## src/rtl/regseq_pkg.sv

```systemverilog
package regseq_pkg;

  typedef enum logic [2:0] {
    OP_WRITE   = 3'd0,
    OP_SETF    = 3'd1,
    OP_WAIT    = 3'd2,
    OP_DELAY   = 3'd3,
    OP_FINISH  = 3'd4,
    OP_RESTART = 3'd5
  } op_e;

  typedef enum logic {
    S_IDLE = 1'b0,
    S_EMIT = 1'b1
  } state_e;

  localparam logic [7:0] C_DATA_LONG  = 8'hE2;
  localparam logic [7:0] C_DATA_SHORT = 8'h42;
  localparam logic [7:0] C_ADDR_LONG  = 8'hE0;
  localparam logic [7:0] C_ADDR_SHORT = 8'h40;
  localparam logic [7:0] C_WAIT       = 8'h5F;
  localparam logic [7:0] C_SETF_BASE  = 8'h80;
  localparam logic [7:0] C_PAD        = 8'h7F;

  // flag set byte: base + flag, +0x20 for value >= 0, +0x20 more for >= 1
  function automatic logic [7:0] f_setf_byte(input logic [7:0] flag,
                                             input logic signed [31:0] val);
    logic [7:0] b;
    b = C_SETF_BASE + flag;
    if (val >= 0) b = b + 8'h20;
    if (val >= 1) b = b + 8'h20;
    return b;
  endfunction

  // delay byte: microseconds (low 8 bits), reduced by /4 steps
  function automatic logic [7:0] f_delay_byte(input logic [31:0] nsec);
    logic [31:0] q;
    logic [7:0]  u;
    logic [2:0]  sh;
    q  = nsec / 32'd1000;
    u  = q[7:0];
    sh = 3'd0;
    for (int i = 0; i < 4; i++) begin
      if (u[7:2] != 6'd0) begin
        u  = u >> 2;
        sh = sh + 3'd1;
      end
    end
    return {3'b000, sh, u[1:0]};
  endfunction

  function automatic int f_word_count(input int bytes);
    return (bytes + 4) / 4;
  endfunction

endpackage

```

## src/rtl/regseq_encoder.sv

```systemverilog
module regseq_encoder
  import regseq_pkg::*;
#(
  parameter int MAX_CMD = 10,
  parameter int LEN_W   = $clog2(MAX_CMD + 1)
) (
  input  logic [2:0]                 op,
  input  logic [31:0]                addr,
  input  logic [31:0]                data,
  input  logic [7:0]                 flag,
  input  logic [31:0]                rem_addr,
  input  logic [31:0]                rem_data,
  output logic [MAX_CMD-1:0][7:0]    cmd_bytes,
  output logic [LEN_W-1:0]           cmd_len,
  output logic                       data_skip,
  output logic                       data_long,
  output logic                       addr_long
);

  assign data_skip = (data == rem_data);
  assign data_long = (data[31:16] != rem_data[31:16]);
  assign addr_long = (addr[31:16] != rem_addr[31:16]);

  always_comb begin
    int k;
    cmd_bytes = '0;
    k = 0;
    case (op)
      OP_WRITE: begin
        if (!data_skip) begin
          if (data_long) begin
            cmd_bytes[0] = C_DATA_LONG;
            for (int j = 0; j < 4; j++) cmd_bytes[1+j] = data[8*j +: 8];
            k = 5;
          end else begin
            cmd_bytes[0] = C_DATA_SHORT;
            cmd_bytes[1] = data[7:0];
            cmd_bytes[2] = data[15:8];
            k = 3;
          end
        end
        if (addr_long) begin
          cmd_bytes[k] = C_ADDR_LONG;
          for (int j = 0; j < 4; j++) cmd_bytes[k+1+j] = addr[8*j +: 8];
          k = k + 5;
        end else begin
          cmd_bytes[k]   = C_ADDR_SHORT;
          cmd_bytes[k+1] = addr[7:0];
          cmd_bytes[k+2] = addr[15:8];
          k = k + 3;
        end
      end
      OP_SETF: begin
        cmd_bytes[0] = f_setf_byte(flag, data);
        k = 1;
      end
      OP_WAIT: begin
        cmd_bytes[0] = C_WAIT;
        cmd_bytes[1] = flag;
        cmd_bytes[2] = data[7:0];
        k = 3;
      end
      OP_DELAY: begin
        cmd_bytes[0] = f_delay_byte(data);
        k = 1;
      end
      default: k = 0;
    endcase
    cmd_len = LEN_W'(k);
  end

  // R2 guard: an unchanged write starts with the address command
  always_comb begin
    if (op == OP_WRITE && data_skip)
      a_skip_r2: assert (cmd_bytes[0] == C_ADDR_LONG || cmd_bytes[0] == C_ADDR_SHORT);
  end

  // R3/R4 guard: a changed write starts with a data command
  always_comb begin
    if (op == OP_WRITE && !data_skip)
      a_data_first_r3: assert (cmd_bytes[0] == C_DATA_LONG || cmd_bytes[0] == C_DATA_SHORT);
  end

endmodule

```

## src/rtl/regseq_store.sv

```systemverilog
module regseq_store
  import regseq_pkg::*;
#(
  parameter int BUF_BYTES = 512,
  parameter int ADDR_W    = $clog2(BUF_BYTES),
  parameter int CNT_W     = $clog2(BUF_BYTES + 1),
  parameter int WADDR_W   = ADDR_W - 2
) (
  input  logic               clk,
  input  logic               rst_n,
  input  logic               clear,
  input  logic               wr_en,
  input  logic [7:0]         wr_byte,
  input  logic [WADDR_W-1:0] rd_addr,
  output logic [31:0]        rd_word,
  output logic [CNT_W-1:0]   cnt
);

  logic [7:0] mem [BUF_BYTES];

  always_ff @(posedge clk) begin
    if (wr_en) mem[cnt[ADDR_W-1:0]] <= wr_byte;
  end

  always_ff @(posedge clk or negedge rst_n) begin
    if (!rst_n)      cnt <= '0;
    else if (clear)  cnt <= '0;
    else if (wr_en)  cnt <= cnt + CNT_W'(1);
  end

  // unwritten bytes read as pad value
  generate
    for (genvar k = 0; k < 4; k++) begin : g_lane
      logic [ADDR_W-1:0] idx;
      logic              live;
      assign idx  = {rd_addr, 2'(k)};
      assign live = (CNT_W'(idx) < cnt);
      assign rd_word[8*k +: 8] = live ? mem[idx] : C_PAD;
    end
  endgenerate

  p_write_in_range_r11: assert property (@(posedge clk) disable iff (!rst_n)
    wr_en |-> (cnt < CNT_W'(BUF_BYTES)));

  p_one_byte_per_clock_r9: assert property (@(posedge clk) disable iff (!rst_n)
    (wr_en && !clear) |=> (cnt == $past(cnt) + CNT_W'(1)));

  p_clear_empties_r12: assert property (@(posedge clk) disable iff (!rst_n)
    clear |=> (cnt == '0));

endmodule

```

## src/rtl/regseq_packer.sv

```systemverilog
module regseq_packer
  import regseq_pkg::*;
#(
  parameter int BUF_BYTES = 512,
  parameter int CAP_WORDS = 128,
  parameter int MAX_CMD   = 10,
  localparam int ADDR_W   = $clog2(BUF_BYTES),
  localparam int CNT_W    = $clog2(BUF_BYTES + 1),
  localparam int WADDR_W  = ADDR_W - 2,
  localparam int WC_W     = $clog2(BUF_BYTES / 4 + 2),
  localparam int LEN_W    = $clog2(MAX_CMD + 1),
  localparam int IDX_W    = $clog2(MAX_CMD)
) (
  input  logic               clk,
  input  logic               rst_n,
  input  logic               req_valid,
  output logic               req_ready,
  input  logic [2:0]         req_op,
  input  logic [31:0]        req_addr,
  input  logic [31:0]        req_data,
  input  logic [7:0]         req_flag,
  input  logic [WADDR_W-1:0] rd_addr,
  output logic [31:0]        rd_word,
  output logic [WC_W-1:0]    word_count,
  output logic               fin_ok,
  output logic               fin_nospace,
  output logic               overflow
);

  state_e                  state;
  logic [31:0]             rem_addr, rem_data;
  logic [MAX_CMD-1:0][7:0] stage;
  logic [LEN_W-1:0]        st_len;
  logic [IDX_W-1:0]        st_idx;

  logic [MAX_CMD-1:0][7:0] enc_bytes;
  logic [LEN_W-1:0]        enc_len;
  logic                    enc_skip, enc_dlong, enc_along;
  logic [CNT_W-1:0]        cnt;

  // named events for checks
  logic accept, emits, fits, take_evt, reject_evt, fin_evt, restart_evt, emit_last;
  int   fin_words;

  assign req_ready   = (state == S_IDLE);
  assign accept      = req_valid && req_ready;
  assign emits       = (req_op == OP_WRITE) || (req_op == OP_SETF) ||
                       (req_op == OP_WAIT)  || (req_op == OP_DELAY);
  assign fits        = ((CNT_W+1)'(cnt) + (CNT_W+1)'(enc_len)) <= (CNT_W+1)'(BUF_BYTES);
  assign take_evt    = accept && emits && fits;
  assign reject_evt  = accept && emits && !fits;
  assign fin_evt     = accept && (req_op == OP_FINISH);
  assign restart_evt = accept && (req_op == OP_RESTART);
  assign emit_last   = (state == S_EMIT) && (LEN_W'(st_idx) == st_len - LEN_W'(1));
  assign fin_words   = f_word_count(int'(cnt));

  regseq_encoder #(.MAX_CMD(MAX_CMD), .LEN_W(LEN_W)) i_enc (
    .op        (req_op),
    .addr      (req_addr),
    .data      (req_data),
    .flag      (req_flag),
    .rem_addr  (rem_addr),
    .rem_data  (rem_data),
    .cmd_bytes (enc_bytes),
    .cmd_len   (enc_len),
    .data_skip (enc_skip),
    .data_long (enc_dlong),
    .addr_long (enc_along)
  );

  regseq_store #(.BUF_BYTES(BUF_BYTES)) i_store (
    .clk     (clk),
    .rst_n   (rst_n),
    .clear   (restart_evt),
    .wr_en   (state == S_EMIT),
    .wr_byte (stage[st_idx]),
    .rd_addr (rd_addr),
    .rd_word (rd_word),
    .cnt     (cnt)
  );

  always_ff @(posedge clk or negedge rst_n) begin
    if (!rst_n) begin
      state       <= S_IDLE;
      rem_addr    <= '1;
      rem_data    <= '1;
      stage       <= '0;
      st_len      <= '0;
      st_idx      <= '0;
      overflow    <= 1'b0;
      fin_ok      <= 1'b0;
      fin_nospace <= 1'b0;
      word_count  <= '0;
    end else begin
      case (state)
        S_IDLE: begin
          if (take_evt) begin
            stage       <= enc_bytes;
            st_len      <= enc_len;
            st_idx      <= '0;
            state       <= S_EMIT;
            fin_ok      <= 1'b0;
            fin_nospace <= 1'b0;
            if (req_op == OP_WRITE) begin
              rem_addr <= req_addr;
              rem_data <= req_data;
            end
          end else if (reject_evt) begin
            overflow    <= 1'b1;
            fin_ok      <= 1'b0;
            fin_nospace <= 1'b0;
          end else if (fin_evt) begin
            word_count  <= WC_W'(fin_words);
            fin_ok      <= (fin_words <= CAP_WORDS);
            fin_nospace <= (fin_words >  CAP_WORDS);
          end else if (restart_evt) begin
            rem_addr    <= '1;
            rem_data    <= '1;
            overflow    <= 1'b0;
            fin_ok      <= 1'b0;
            fin_nospace <= 1'b0;
            word_count  <= '0;
          end
        end
        S_EMIT: begin
          st_idx <= st_idx + IDX_W'(1);
          if (emit_last) state <= S_IDLE;
        end
        default: state <= S_IDLE;
      endcase
    end
  end

  p_busy_after_take_r9: assert property (@(posedge clk) disable iff (!rst_n)
    take_evt |=> !req_ready);

  p_idle_after_last_r9: assert property (@(posedge clk) disable iff (!rst_n)
    emit_last |=> req_ready);

  p_reject_keeps_cnt_r11: assert property (@(posedge clk) disable iff (!rst_n)
    reject_evt |=> ($stable(cnt) && req_ready && overflow));

  p_overflow_sticky_r11: assert property (@(posedge clk) disable iff (!rst_n)
    (overflow && !restart_evt) |=> overflow);

  p_fin_exclusive_r10: assert property (@(posedge clk) disable iff (!rst_n)
    !(fin_ok && fin_nospace));

  p_restart_clears_r12: assert property (@(posedge clk) disable iff (!rst_n)
    restart_evt |=> (!overflow && !fin_ok && !fin_nospace && rem_addr == '1 && rem_data == '1));

  p_cnt_bound_r11: assert property (@(posedge clk) disable iff (!rst_n)
    cnt <= CNT_W'(BUF_BYTES));

endmodule

```

## config.mk

```make
export PLATFORM = sky130hd
export DESIGN_NAME = regseq_packer
export DESIGN_NICKNAME = d
export VERILOG_FILES = /design/src/rtl/regseq_pkg.sv /design/src/rtl/regseq_encoder.sv /design/src/rtl/regseq_store.sv /design/src/rtl/regseq_packer.sv
export SDC_FILE = /design/constraint.sdc
export NUM_CORES = 2
export LEC_CHECK = 0
export BUFFER_PORTS_ARGS = -buffer_cell sky130_fd_sc_hd__buf_2
export CAP_MARGIN = 0
export CORE_UTILIZATION = 47
export CTS_CLUSTER_SIZE = 12
export DETAILED_ROUTE_END_ITERATION = 10
export HOLD_SLACK_MARGIN = 0.05
export SYNTH_ARGS = -nofsm -noshare
export SYNTH_HDL_FRONTEND = slang
export SYNTH_SLANG_ARGS = --single-unit
```

## constraint.sdc

```tcl
create_clock -name clk -period 45.2 [get_ports clk]
set_clock_uncertainty 0.15 [all_clocks]
set_input_delay 4.52 -clock clk [delete_from_list [all_inputs] [get_ports clk]]
set_output_delay 4.52 -clock clk [all_outputs]
set_load 0.01 [all_outputs]
```

==> impl_metrics.tcl <==
set metrics [dict create \
    syn_nets 8512 \
    hold_buffers 0 \
    hold_ws_ns 0.325 \
    synthFlopType "edfxtp_1" \
    grt_pass1_vias 85900 \
    viasPerCell 6.18 \
    power_leakage_uw 0.0598 \
    min_path_type "flip-flop to flip-flop" \
    synthArstFlopShare_pct 3.71 \
    fin_util_pct 52.4 \
    synth-edff-count 4096 \
    cpMaxStageDelayCell "mux2i_1" \
    drive_above_1_share_pct 27.4 \
    clkLatencyLatePin_ns 0.96 \
    firstDrtPassIters 8 \
    synthDistinctLibCells 157 \
    grt_pass1_wl_mm 624 \
    power.density_mw_per_mm2 77.7 \
    critPathArrivalTime_ns 21.59 \
    root_buffer "clkbuf_16" \
    vias 84700 \
    chipWidth_um 609 \
    port_buffers 128 \
    max_freq_mhz 47.9 \
    dp_hpwl_mm 260 \
    crit_fanout 15 \
    grt_max_degree 215 \
    fill_cells 28300 \
    worst_r2r_startpoint "rem_data[31]$_DFFE_PN1P_" \
    clk_pin_slew_worst_paths_ns 0.06 \
    drtIter0Drc 8442 \
    overflow 0 \
    maxSlewViolCount 0 \
    grt_antenna_before_repair 26 \
    yosys_register_bits 4254 \
    wl_per_cell_um 31.3 \
    regArea_mm2 0.127 \
    path_class "input port to flip-flop" \
    cts.repair.resized 0 \
    remaining_drc_errors 0 \
    clock_path_buffers 4 \
    ys_seq_area_share_pct 73.3 \
    tritoncts "yes" \
    finalHoldViolCount 0 \
    critPathRequiredTime_ns 45.91 \
    initial_core_util_pct 47.3 \
    antenna_left 0 \
    ctsHtreeMaxLevel 5 \
    hold_start "stage[70]$_DFFE_PN0P_" \
    setup_viol 0 \
    post_cts_buffers 0 \
    syn2layout_area_growth_pct 10.8 \
    status "completed" \
    finalSetupTns_ns 0 \
    numCtsBuffers 433 \
    core_mm2 0.366 \
    grt_usage_pct 23.1 \
    die-area_mm2 0.371 \
    row_count 222 \
    worst_pin_slew_ns 1.31 \
    yosys_warnings 0 \
    max-cap-violations 0 \
    pin_count 129 \
    totalWireLength_mm 430 \
    cp-startpoint "req_data[27]" \
    maxSlewHeadroom_pct 12.2 \
    peakVddDrop_mv 0.439 \
    cts_num_sinks 4254 \
    rsz0062_at_grt "false" \
    period_needed_ns 20.89 \
    cp-end-kind "flip-flop" \
    layout_commonest_cell "edfxtp_1" \
    multi_input_area_mm2 0.0441 \
    die_height_um 609 \
    num-nets-final 8715 \
    gp_congestion 0.828 \
    syn_inst 8399 \
    period_share_pct 46.2 \
    start_kind "input port" \
    synth_area_mm2 0.173 \
    crit_path_max_incr_delay_ns 0.79 \
    p_total_uw 14900 \
    final_cell_mix "edfxtp_1, mux4_2, nor2_1" \
    avgSynthCellArea_um2 20.6 \
]
==> routing by layer <==
layer	global-route usage (%)	share of wire [%]	routed length, µm
met5	0	0.018	77
met1	34.1	43	184000
met3	3.40	6.7	28700
met4	5.43	2.2	9640
met2	36.7	48	207000
==> power by group <==
group	internal, µW	total [µW]	switching [µW]
clock	1810	3280	1460
combinational	2050	6350	4300
sequential	5250	5290	40.5
==> worst paths after layout <==
| path | to | slack (ns) | depth (start not counted) |
|---|---|---|---|
| max | stage[4]$_DFFE_PN0P_ | 24.31 | 53 |
| min | stage[70]$_DFFE_PN0P_ | 0.32 | 2 |
| max reg2reg | st_len[2]$_DFFE_PN0P_ | 37.89 | 17 |
| min reg2reg | stage[70]$_DFFE_PN0P_ | 0.32 | 2 |
| max in group asynchronous | stage[67]$_DFFE_PN0P_ | 39.81 | 2 |
| min in group asynchronous | stage[22]$_DFFE_PN0P_ | 3.46 | 1 |
==> cells by family after synthesis <==
family | share of synthesized area (%)
flops | 73.3
mux | 18.2
simple gates | 3.27
compound gates | 3.00
buf+inv | 1.43
xor+xnor | 0.637
fa+ha+maj | 0.230
==> flip-flops by register name (all words and copies together) (netlist names) <==
signal,count
i_store.mem,4096
rem_data,32
rem_addr,16
word_count,8
fin_ok,1
state,1
overflow,1
st_idx,4
i_store.cnt,10
st_len,4
stage,80
fin_nospace,1
==> worst max-delay path, delay by kind of cell <==
family	cells	cell delay, ns
simple gates	9	2.43
xor+xnor	1	0.22
buf+inv	2	0.56
fa+ha+maj	1	0.32
mux	3	1.62
compound gates	37	11.88
==> layout make-up <==
cell class                 count  share of cell area [%]
inverter                      51                  0.0997
multi-input combinational   3578                    23.0
antenna                       11                  0.0143
clock buffer                 554                    5.96
tap                         4816                    3.14
timing repair buffer         284                    1.03
clock inverter               169                   0.634
sequential                  4254                    66.2
==> Yosys cell counts (25+ instances only) <==
master	n	area share (%)
nor4_1	25	0.090
dfstp_2	48	0.73
nor2_1	733	1.6
inv_1	46	0.10
a21oi_1	143	0.41
edfxtp_1	4096	71
nand3_1	55	0.16
o31ai_1	37	0.16
mux2i_1	52	0.30
dfrtp_1	110	1.6
o21ai_0	123	0.36
nor3_1	59	0.17
xor2_1	63	0.32
nand2_1	271	0.59
mux4_2	1360	18
a31oi_1	28	0.10
ha_1	27	0.19
buf_1	105	0.23
a211oi_1	27	0.12
xnor2_1	48	0.24
clkbuf_1	365	0.79
==> per-stage QoR <==
step                instances  setup slack, ns  area (µm²)
finish                  13700            24.31      192000
global route            13700            23.20      192000
CTS                     13700            24.64      192000
detailed placement      13000            23.78      179000
global placement        13000            24.01      179000
floorplan                8399            26.91      173000
Note: power is estimated with default switching activity, not from simulation.
